## src/rtl/drd_pkg.sv

```systemverilog
package drd_pkg;
    localparam int DATA_W    = 32;
    localparam int ADDR_W    = 2;
    localparam int PRE_W     = 2;
    localparam int CNT_W     = 8;
    localparam int WORD_W    = PRE_W + CNT_W;
    localparam int SEL_W     = 3;
    localparam int NUM_SRC   = 4;
    localparam int NUM_GEN   = 2;
    localparam int OUT_BIT   = 31;
    localparam int SEL_LSB0  = 20;
    localparam int SEL_STEP  = 4;

    localparam logic [ADDR_W-1:0] ADR_CTRL = ADDR_W'(NUM_GEN);

    localparam logic [SEL_W-1:0] CODE_A = 3'd0;
    localparam logic [SEL_W-1:0] CODE_B = 3'd1;
    localparam logic [SEL_W-1:0] CODE_I = 3'd2;
    localparam logic [SEL_W-1:0] CODE_C = 3'd4;

    localparam int IDX_A = 0;
    localparam int IDX_B = 1;
    localparam int IDX_C = 2;
    localparam int IDX_I = 3;

    typedef struct packed {
        logic [PRE_W-1:0] pre;
        logic [CNT_W-1:0] cnt;
    } div_word_t;

    localparam div_word_t WORD_RST = '{pre: '0, cnt: CNT_W'(2)};

    localparam logic [DATA_W-1:0] CTRL_MASK =
        (DATA_W'(1) << OUT_BIT)
      | (DATA_W'((1 << SEL_W) - 1) << SEL_LSB0)
      | (DATA_W'((1 << SEL_W) - 1) << (SEL_LSB0 - SEL_STEP));
endpackage

```

## src/rtl/drd_regs.sv

```systemverilog
module drd_regs
    import drd_pkg::*;
(
    input  logic                                clk,
    input  logic                                rst_n,
    input  logic                                wr_en,
    input  logic [ADDR_W-1:0]                   addr,
    input  logic [DATA_W-1:0]                   wr_data,
    output div_word_t [NUM_GEN-1:0]             word_o,
    output logic [NUM_GEN-1:0][SEL_W-1:0]       sel_o,
    output logic                                out_b_o,
    output logic [NUM_GEN-1:0]                  reload_o,
    output logic [DATA_W-1:0]                   rd_data
);
    typedef struct packed {
        div_word_t [NUM_GEN-1:0]          word;
        logic [NUM_GEN-1:0][SEL_W-1:0]    sel;
        logic                             out_b;
    } regs_t;

    localparam regs_t REGS_RST = '{word: {NUM_GEN{WORD_RST}}, sel: '0, out_b: 1'b0};

    regs_t r_d, r_q;
    logic [NUM_GEN-1:0] reload_d;

    always_comb begin
        r_d      = r_q;
        reload_d = '0;
        if (wr_en) begin
            for (int g = 0; g < NUM_GEN; g++) begin
                if (addr == ADDR_W'(g)) begin
                    r_d.word[g] = wr_data[WORD_W-1:0];
                    reload_d[g] = 1'b1;
                end
            end
            if (addr == ADR_CTRL) begin
                for (int g = 0; g < NUM_GEN; g++) begin
                    r_d.sel[g] = wr_data[SEL_LSB0 - SEL_STEP*g +: SEL_W];
                end
                r_d.out_b = wr_data[OUT_BIT];
                reload_d  = '1;
            end
        end
    end

    always_comb begin
        rd_data = '0;
        for (int g = 0; g < NUM_GEN; g++) begin
            if (addr == ADDR_W'(g)) begin
                rd_data[WORD_W-1:0] = r_q.word[g];
            end
        end
        if (addr == ADR_CTRL) begin
            for (int g = 0; g < NUM_GEN; g++) begin
                rd_data[SEL_LSB0 - SEL_STEP*g +: SEL_W] = r_q.sel[g];
            end
            rd_data[OUT_BIT] = r_q.out_b;
        end
    end

    always_ff @(posedge clk) begin
        if (!rst_n) r_q <= REGS_RST;
        else        r_q <= r_d;
    end

    assign word_o   = r_q.word;
    assign sel_o    = r_q.sel;
    assign out_b_o  = r_q.out_b;
    assign reload_o = reload_d;
endmodule

```

## src/rtl/drd_src_mux.sv

```systemverilog
module drd_src_mux
    import drd_pkg::*;
(
    input  logic [NUM_SRC-1:0] src_stb,
    input  logic [SEL_W-1:0]   code,
    output logic               stb
);
    always_comb begin
        case (code)
            CODE_A:  stb = src_stb[IDX_A];
            CODE_B:  stb = src_stb[IDX_B];
            CODE_I:  stb = src_stb[IDX_I];
            CODE_C:  stb = src_stb[IDX_C];
            default: stb = 1'b0;
        endcase
    end
endmodule

```

## src/rtl/drd_divider.sv

```systemverilog
module drd_divider #(
    parameter int PRE_BITS = 2,
    parameter int CNT_BITS = 8
) (
    input  logic                clk,
    input  logic                rst_n,
    input  logic                stb,
    input  logic                reload,
    input  logic [PRE_BITS-1:0] pre_code,
    input  logic [CNT_BITS-1:0] count_n,
    output logic                tick
);
    localparam int MAX_CODE = (1 << PRE_BITS) - 1;
    localparam int PCNT_W   = 2*MAX_CODE + 1;

    typedef struct packed {
        logic [PCNT_W-1:0]   pre;
        logic [CNT_BITS-1:0] cnt;
        logic                tick;
    } div_t;

    div_t s_d, s_q;
    logic [PCNT_W-1:0] pre_last;

    // prescale ratio 2 << 2p, so the last prescaler state is that minus one
    always_comb pre_last = {PCNT_W{1'b1}} >> {~pre_code, 1'b0};

    always_comb begin
        s_d      = s_q;
        s_d.tick = 1'b0;
        if (reload) begin
            s_d.pre = '0;
            s_d.cnt = '0;
        end else if (stb) begin
            if (s_q.pre == pre_last) begin
                s_d.pre = '0;
                if (s_q.cnt == count_n) begin
                    s_d.cnt  = '0;
                    s_d.tick = 1'b1;
                end else begin
                    s_d.cnt = s_q.cnt + 1'b1;
                end
            end else begin
                s_d.pre = s_q.pre + 1'b1;
            end
        end
    end

    always_ff @(posedge clk) begin
        if (!rst_n) s_q <= '0;
        else        s_q <= s_d;
    end

    assign tick = s_q.tick;
endmodule

```

## src/rtl/dual_rate_divider.sv

```systemverilog
module dual_rate_divider
    import drd_pkg::*;
(
    input  logic                clk,
    input  logic                rst_n,
    input  logic                wr_en,
    input  logic [ADDR_W-1:0]   addr,
    input  logic [DATA_W-1:0]   wr_data,
    output logic [DATA_W-1:0]   rd_data,
    input  logic [NUM_SRC-1:0]  src_stb,
    output logic                tick_a,
    output logic                tick_b,
    output logic                clk_out
);
    div_word_t [NUM_GEN-1:0]       word;
    logic [NUM_GEN-1:0][SEL_W-1:0] sel;
    logic                          out_b;
    logic [NUM_GEN-1:0]            reload;
    logic [NUM_GEN-1:0]            gen_stb;
    logic [NUM_GEN-1:0]            tick;

    drd_regs u_regs (
        .clk      (clk),
        .rst_n    (rst_n),
        .wr_en    (wr_en),
        .addr     (addr),
        .wr_data  (wr_data),
        .word_o   (word),
        .sel_o    (sel),
        .out_b_o  (out_b),
        .reload_o (reload),
        .rd_data  (rd_data)
    );

    for (genvar g = 0; g < NUM_GEN; g++) begin : g_gen
        drd_src_mux u_mux (
            .src_stb (src_stb),
            .code    (sel[g]),
            .stb     (gen_stb[g])
        );

        drd_divider #(
            .PRE_BITS (PRE_W),
            .CNT_BITS (CNT_W)
        ) u_div (
            .clk      (clk),
            .rst_n    (rst_n),
            .stb      (gen_stb[g]),
            .reload   (reload[g]),
            .pre_code (word[g].pre),
            .count_n  (word[g].cnt),
            .tick     (tick[g])
        );
    end

    assign tick_a  = tick[0];
    assign tick_b  = tick[1];
    assign clk_out = out_b ? tick[1] : tick[0];
endmodule

```

## config.mk

```make
export PLATFORM = sky130hd
export DESIGN_NAME = dual_rate_divider
export DESIGN_NICKNAME = d
export VERILOG_FILES = /design/src/rtl/drd_pkg.sv /design/src/rtl/drd_regs.sv /design/src/rtl/drd_src_mux.sv /design/src/rtl/drd_divider.sv /design/src/rtl/dual_rate_divider.sv
export SDC_FILE = /design/constraint.sdc
export NUM_CORES = 1
export LEC_CHECK = 0
export BUFFER_PORTS_ARGS = -buffer_cell sky130_fd_sc_hd__buf_4
export CORE_MARGIN = 2
export CORE_UTILIZATION = 45
export DETAILED_ROUTE_END_ITERATION = 8
export PLACE_DENSITY = 0.68
export REMOVE_ABC_BUFFERS = 1
export SKIP_LAST_GASP = 1
export SLEW_MARGIN = 0
export SYNTH_ARGS = -nofsm -noshare
export SYNTH_HDL_FRONTEND = slang
export SYNTH_SLANG_ARGS = --single-unit
```

## constraint.sdc

```tcl
create_clock -name clk -period 2.7 [get_ports clk]
set_input_delay 0.135 -clock clk [delete_from_list [all_inputs] [get_ports clk]]
set_output_delay 0.135 -clock clk [all_outputs]
set_load 0.02 [all_outputs]
```

Yosys cells after proc, flatten, opt, wreduce, memory -nomap -nowiden
Index checks and enable logic that the tools add are counted.
- add/subtract/negate cells: 4
- multipliers: 0
- divide/modulo/power cells: 0
- order comparisons: 0
- equal/unequal tests: 12
- shifts and indexed selects: 2
- multiplexer cells: 18
- bitwise operators: 7
- reductions and logical operators: 12
- operator list (kind ; count):
    2-to-1 mux 10 bit ; 2
    adder 8 x 1 -> 8 bit, second input constant ; 2
    equality test 8 bit ; 2
    2-to-1 mux 8 bit ; 2
    adder 7 x 1 -> 7 bit, second input constant ; 2
    equality test 7 bit ; 2
    2-to-1 mux 7 bit ; 2
    >> shifter 7 x 3 -> 7 bit, first input constant ; 2
    AND reduction 2 bit ; 5
    case mux 1 bit (4 select lines) ; 2
    OR reduction 4 bit ; 2
    equality test 3 x 1 -> 1 bit, second input constant ; 2
    equality test 3 x 2 -> 1 bit, second input constant ; 2
    equality test 3 bit, second input constant ; 2
    logical NOT 3 bit ; 2
    2-to-1 mux 1 bit ; 6
    2-to-1 mux 3 bit ; 2
    NOT 1 bit ; 5
    2-to-1 mux 2 bit ; 2
    NOT 2 bit ; 2
    OR reduction 2 bit ; 2
    equality test 2 x 1 -> 1 bit, second input constant ; 1
    equality test 2 bit, second input constant ; 1
    logical NOT 2 bit ; 1
- flip-flop bits (word level): 59
- latch bits: 0
- memory bits (writable): 0
- ROM bits: 0
- bits of input ports: 41
- output and inout port bits: 35
- logic and storage cells: 68
- memories: 0

Logic depth before layout (Yosys ltp)
- depth after elaboration: 5
- depth in mapped cells: 6
- depth with buffers taken out: 6

Modules after synthesis
Synthesis repeated with hierarchy kept, for this count alone.
- cells, all modules: 407
- area total of the unflattened synthesis: 3428.3 um^2
- modules (own cells, without submodules) (module ; instances ; cells each ; area each (um^2) ; sequential area each (um^2)):
    drd_divider ; 2 ; 103 ; 940.9 ; 320.3
    drd_regs ; 1 ; 188 ; 1438.9 ; 540.5
    drd_src_mux ; 2 ; 6 ; 46.3 ; 0.0
    dual_rate_divider ; 1 ; 1 ; 15.0 ; 0.0

Worst setup path before layout
OpenSTA, ideal clock, no wires.
- kind: register to register
- start: reg u_regs.r_q, in the netlist u_regs.word_o[19]
- end: reg g_gen[1].u_div.s_q[7] in the netlist's numbering
- library setup time: 132 ps
- arrival: 1907 ps
- data required time: 2568 ps
- setup slack: 661 ps
- cell stages (with the launch flop): 7
- path buffers: 1
- period minus slack after synthesis: 2039 ps
- cells stage by stage: dfxtp_1 mux2_1 o31a_1 or4b_1 buf_4 o31ai_2 a21oi_1
- cells in the longest elaborated chain, start to end: 4
- RTL lines (element ; line ; RTL):
    start, declared ; drd_regs.sv:23 ; regs_t r_d, r_q;
    start signal, assigned ; drd_regs.sv:63 ; else r_q <= r_d;
    NOT 2 bit ; drd_divider.sv:26 ; always_comb pre_last = {PCNT_W{1'b1}} >> {~pre_code, 1'b0};
    >> shifter 7 x 3 -> 7 bit ; drd_divider.sv:26 ;
    equality test 7 bit ; drd_divider.sv:35 ; if (s_q.pre == pre_last) begin
    AND reduction 2 bit (no line) ; - ;
    end signal, assigned ; drd_divider.sv:50 ; if (!rst_n) s_q <= '0;
    end signal, assigned ; drd_divider.sv:51 ; else s_q <= s_d;
    end, declared ; drd_divider.sv:22 ; div_t s_d, s_q;
No other way between the ends.
A chain may end at the register's enable or synchronous reset.

Worst setup path after layout
- start: reg u_regs.r_q, in the netlist u_regs.word_o[19]
- end: reg g_gen[1].u_div.s_q[10] in the netlist's numbering
- cells in the longest elaborated chain, start to end: 4
- RTL lines (element ; line):
    NOT 2 bit ; drd_divider.sv:26
    >> shifter 7 x 3 -> 7 bit ; drd_divider.sv:26
    equality test 7 bit ; drd_divider.sv:35
    2-to-1 mux 7 bit ; drd_divider.sv:35
No other way between the ends.

==> impl_metrics.env <==
export IMPL_outcome="finished, final reports clean"
export IMPL_postCtsSetupBuffers=0
export IMPL_drive_gt1_share_pct=16.3
export IMPL_reg2reg_slack_ns=0.33
export IMPL_seq_area_frac_synth_pct=35.1
export IMPL_gp_congestion=0.824
export IMPL_fin_crit_ns=2.37
export IMPL_antenna_left=0
export IMPL_grt_antenna_before_repair=0
export IMPL_hold_class="in -> reg"
export IMPL_grt_pass1_wl_um=13500
export IMPL_n_antenna_cell=0
export IMPL_fmax_ghz=0.422
export IMPL_vias=3129
export IMPL_io_buffer_count=45
export IMPL_crit_path_start="u_regs.word_o[19]"
export IMPL_p_sw_share_pct=28.2
export IMPL_numCtsBuffers=9
export IMPL_die_x_um=90.5
export IMPL_path_cells="mux2_1 > o31a_1 > or4b_1 > nor2_2 > nor3_1"
export IMPL_fin_total_pwr_mw=1.87
export IMPL_yosys_warnings=0
export IMPL_first_iter_violations=184
export IMPL_fin_hold_ws_ns=0.0430
export IMPL_crit_required_ns=2.89
export IMPL_fin_area_um2=3910
export IMPL_grt_usage_pct=19.8
export IMPL_cp_start_kind="flip-flop"
export IMPL_synth_area_um2=3370
export IMPL_rows=31
export IMPL_hold_depth=3
export IMPL_skew_ns=0.00729
export IMPL_path_clk_slew_ns=0.06
export IMPL_dr_wl_met3_um=440
export IMPL_power_switching_mw=0.527
export IMPL_ys_types=41
export IMPL_area_delta_synth_final_pct=16.1
export IMPL_num_fill_cells=697
export IMPL_comb_power_share_pct=14.7
export IMPL_dp_hpwl_um=5750
export IMPL_reg2reg_from="u_regs.word_o[19]"
export IMPL_synth_cells=418
export IMPL_route_detailed_drc=0
export IMPL_finalSetupViolCount=0
export IMPL_placed_area_um2=3750
export IMPL_r2r_cells=5
export IMPL_post_cts_resized=0
export IMPL_dp_cells=550
export IMPL_finalSetupTns_ns=0
export IMPL_slew_headroom_pct=58.2
export IMPL_routed_wl_um=7970
export IMPL_synth_ff_type="dfxtp_1"
export IMPL_p_leak_nw=1.56
export IMPL_intPower_mw=1.34
export IMPL_clockBufferDepth=2
export IMPL_min_to="u_regs.word_o[11]"
export IMPL_maxCapViolCount=0
export IMPL_crit_fanout=9
export IMPL_grt_pass1_vias=2854
export IMPL_route_met2_wl_um=3820
export IMPL_clk_latency_ns=0.33
export IMPL_start_util_pct=46.4
export IMPL_clkPwrFrac_pct=36.1
export IMPL_wl_per_cell_um=14.1
export IMPL_hold_violations=0
export IMPL_die_y_um=90.5
export IMPL_coreArea_um2=7250
export IMPL_boundaryPins=76
export IMPL_worstHoldStart="wr_data[1]"
export IMPL_syn_area_per_cell_um2=8.05
export IMPL_reg2reg_to="g_gen[1].u_div.s_q[10]"
export IMPL_wl_met1_um=3560
export IMPL_power_share_sequential_pct=49.2
export IMPL_ys_ff_latch=59
export IMPL_async_flop_share_pct=0
export IMPL_grt_ovfl_total=0
export IMPL_peakVddDrop_mv=0.341
export IMPL_viasPerCell=5.54
export IMPL_cts_max_level=3
export IMPL_drv_slew=0
export IMPL_critPathCaptureType="flip-flop"
export IMPL_crit_slowest_cell="or4b_1"
export IMPL_firstDrtPassIters=5
export IMPL_cts_num_sinks=59
export IMPL_final_cell_count_no_fill=565
export IMPL_cts_tree="yes"
export IMPL_critPathArrivalTime_ns=2.56
export IMPL_worst_pin_slew_ns=0.626
export IMPL_synth_edff_count=0
export IMPL_cts_root_buf="clkbuf_8"
export IMPL_top_layer_used="met4"
export IMPL_cp_slowest_stage_delay_ns=0.74
export IMPL_crit_family="simple AND/OR/NAND/NOR gates"
export IMPL_timing_final_crit_share_pct=87.7
export IMPL_grt_max_degree=31
export IMPL_power_density_nw_per_um2=478
export IMPL_path_buf_inv=0
export IMPL_dieArea_um2=8190
export IMPL_rsz0062_at_grt="no"
export IMPL_hold_buffers=0
export IMPL_nets=510
export IMPL_worstSetupPathType="reg -> reg"
-- cells in the mapped netlist, drive strengths merged, types with 3 or more instances --
cell type / instances / area (um2)
nand2: 80 / 300
dfxtp: 59 / 1180
a21boi: 26 / 195
nand3: 24 / 120
xor2: 24 / 210
buf: 20 / 138
nor3: 20 / 100
o21ai: 18 / 90.1
a21oi: 17 / 85.1
and2: 13 / 81.3
clkbuf: 13 / 48.8
nand4: 13 / 81.3
o31ai: 11 / 113
and3: 8 / 50.1
nor2b: 8 / 50.1
ha: 7 / 87.6
nor2: 7 / 28.8
nor4: 7 / 43.8
a211o: 5 / 43.8
a32o: 5 / 50.1
o31a: 4 / 35.0
inv: 3 / 11.3
mux2: 3 / 33.8
nand3b: 3 / 22.5
or3: 3 / 18.8
-- layout make-up --
class | count | area, um2 | share of cell area [%]
timing repair buffer | 52 | 390 | 9.99
clock inverter | 3 | 15.0 | 0.384
multi-input combinational | 337 | 2040 | 52.2
tap | 99 | 124 | 3.17
clock buffer | 12 | 145 | 3.71
inverter | 3 | 11.3 | 0.288
sequential | 59 | 1180 | 30.2
-- metal layers --
metal | global-route usage [%] | vias up
met5 | 0 | -
met4 | 5.90 | 0
met3 | 5.59 | 14
met2 | 32.0 | 95
met1 | 25.7 | 1466
li1 | - | 1554
-- power groups by stage --
stage          sequential (mW)  combinational [mW]  clock, mW
6_report                 0.920               0.274      0.674
4_1_cts                  0.920               0.273      0.690
5_1_grt                  0.923               0.303      0.738
3_5_place_dp             0.939               0.272          0
2_1_floorplan            0.931               0.170          0
3_3_place_gp             0.937               0.268          0
-- placed cells by master (no fill, tap or decap), types with 4 or more instances in the layout --
cell type | synthesis | routed
and3_1 | 8 | 8
o21ai_0 | 18 | 18
nor2_1 | 6 | 6
buf_4 | 16 | 52
o31ai_2 | 6 | 6
o31a_1 | 4 | 4
dfxtp_1 | 59 | 59
a21oi_1 | 17 | 17
nor3_1 | 20 | 20
nand3_1 | 24 | 24
nand2_1 | 80 | 80
conb_1 | 1 | 15
and2_1 | 12 | 12
a211o_1 | 5 | 5
a32o_1 | 5 | 5
o31ai_1 | 5 | 5
nor4_1 | 7 | 7
a21boi_0 | 26 | 26
ha_1 | 7 | 7
nand4_1 | 13 | 13
xor2_1 | 24 | 24
clkbuf_8 | 0 | 10
nor2b_1 | 8 | 8
-- per-stage QoR --
step                util [%]  setup slack (ns)
floorplan                  -             0.590
global placement        51.7             0.431
detailed placement      51.7             0.330
global route            53.9             0.247
CTS                     53.9             0.333
finish                  53.9             0.332
-- state kept, by name, summed over array words and instances (netlist names) --
name,count
g_gen.u_div.s_q,30
g_gen.u_div.tick,2
u_regs.out_b_o,1
u_regs.sel_o,6
u_regs.word_o,20
-- worst max-delay path by stage --
| stage | end | slack (ns) | cells after the start |
|---|---|---|---|
| floorplan | g_gen[1].u_div.s_q[3] | 0.59 | 5 |
| CTS | g_gen[1].u_div.s_q[10] | 0.33 | 5 |
| global placement | g_gen[1].u_div.s_q[15] | 0.43 | 5 |
| finish | g_gen[1].u_div.s_q[10] | 0.33 | 5 |
| global route | g_gen[1].u_div.s_q[5] | 0.25 | 5 |
| detailed placement | g_gen[1].u_div.s_q[10] | 0.33 | 5 |
-- worst reg2reg max path, delay by kind of cell (launching register included) --
family             cells  cell delay [ns]
DFF                    1             0.45
AOI/OAI and AO/OA      1             0.28
and+or+nand+nor        3             1.15
muxes                  1             0.36
-- cells by family (layout without fill, tap and decap cells) --
group                      count (synthesis)  after routing  share of synthesized area, %
AOI/OAI and AO/OA                         89             89                          18.9
buffers and inverters                     36             70                          5.87
DFF                                       59             59                          35.1
other                                      1             15                         0.111
and+or+nand+nor                          195            195                          29.1
muxes                                      5              5                          1.60
xor gates and xnor gates                  26             26                          6.76
adders and majority gates                  7              7                          2.60
(Power assumes the default switching activity.)
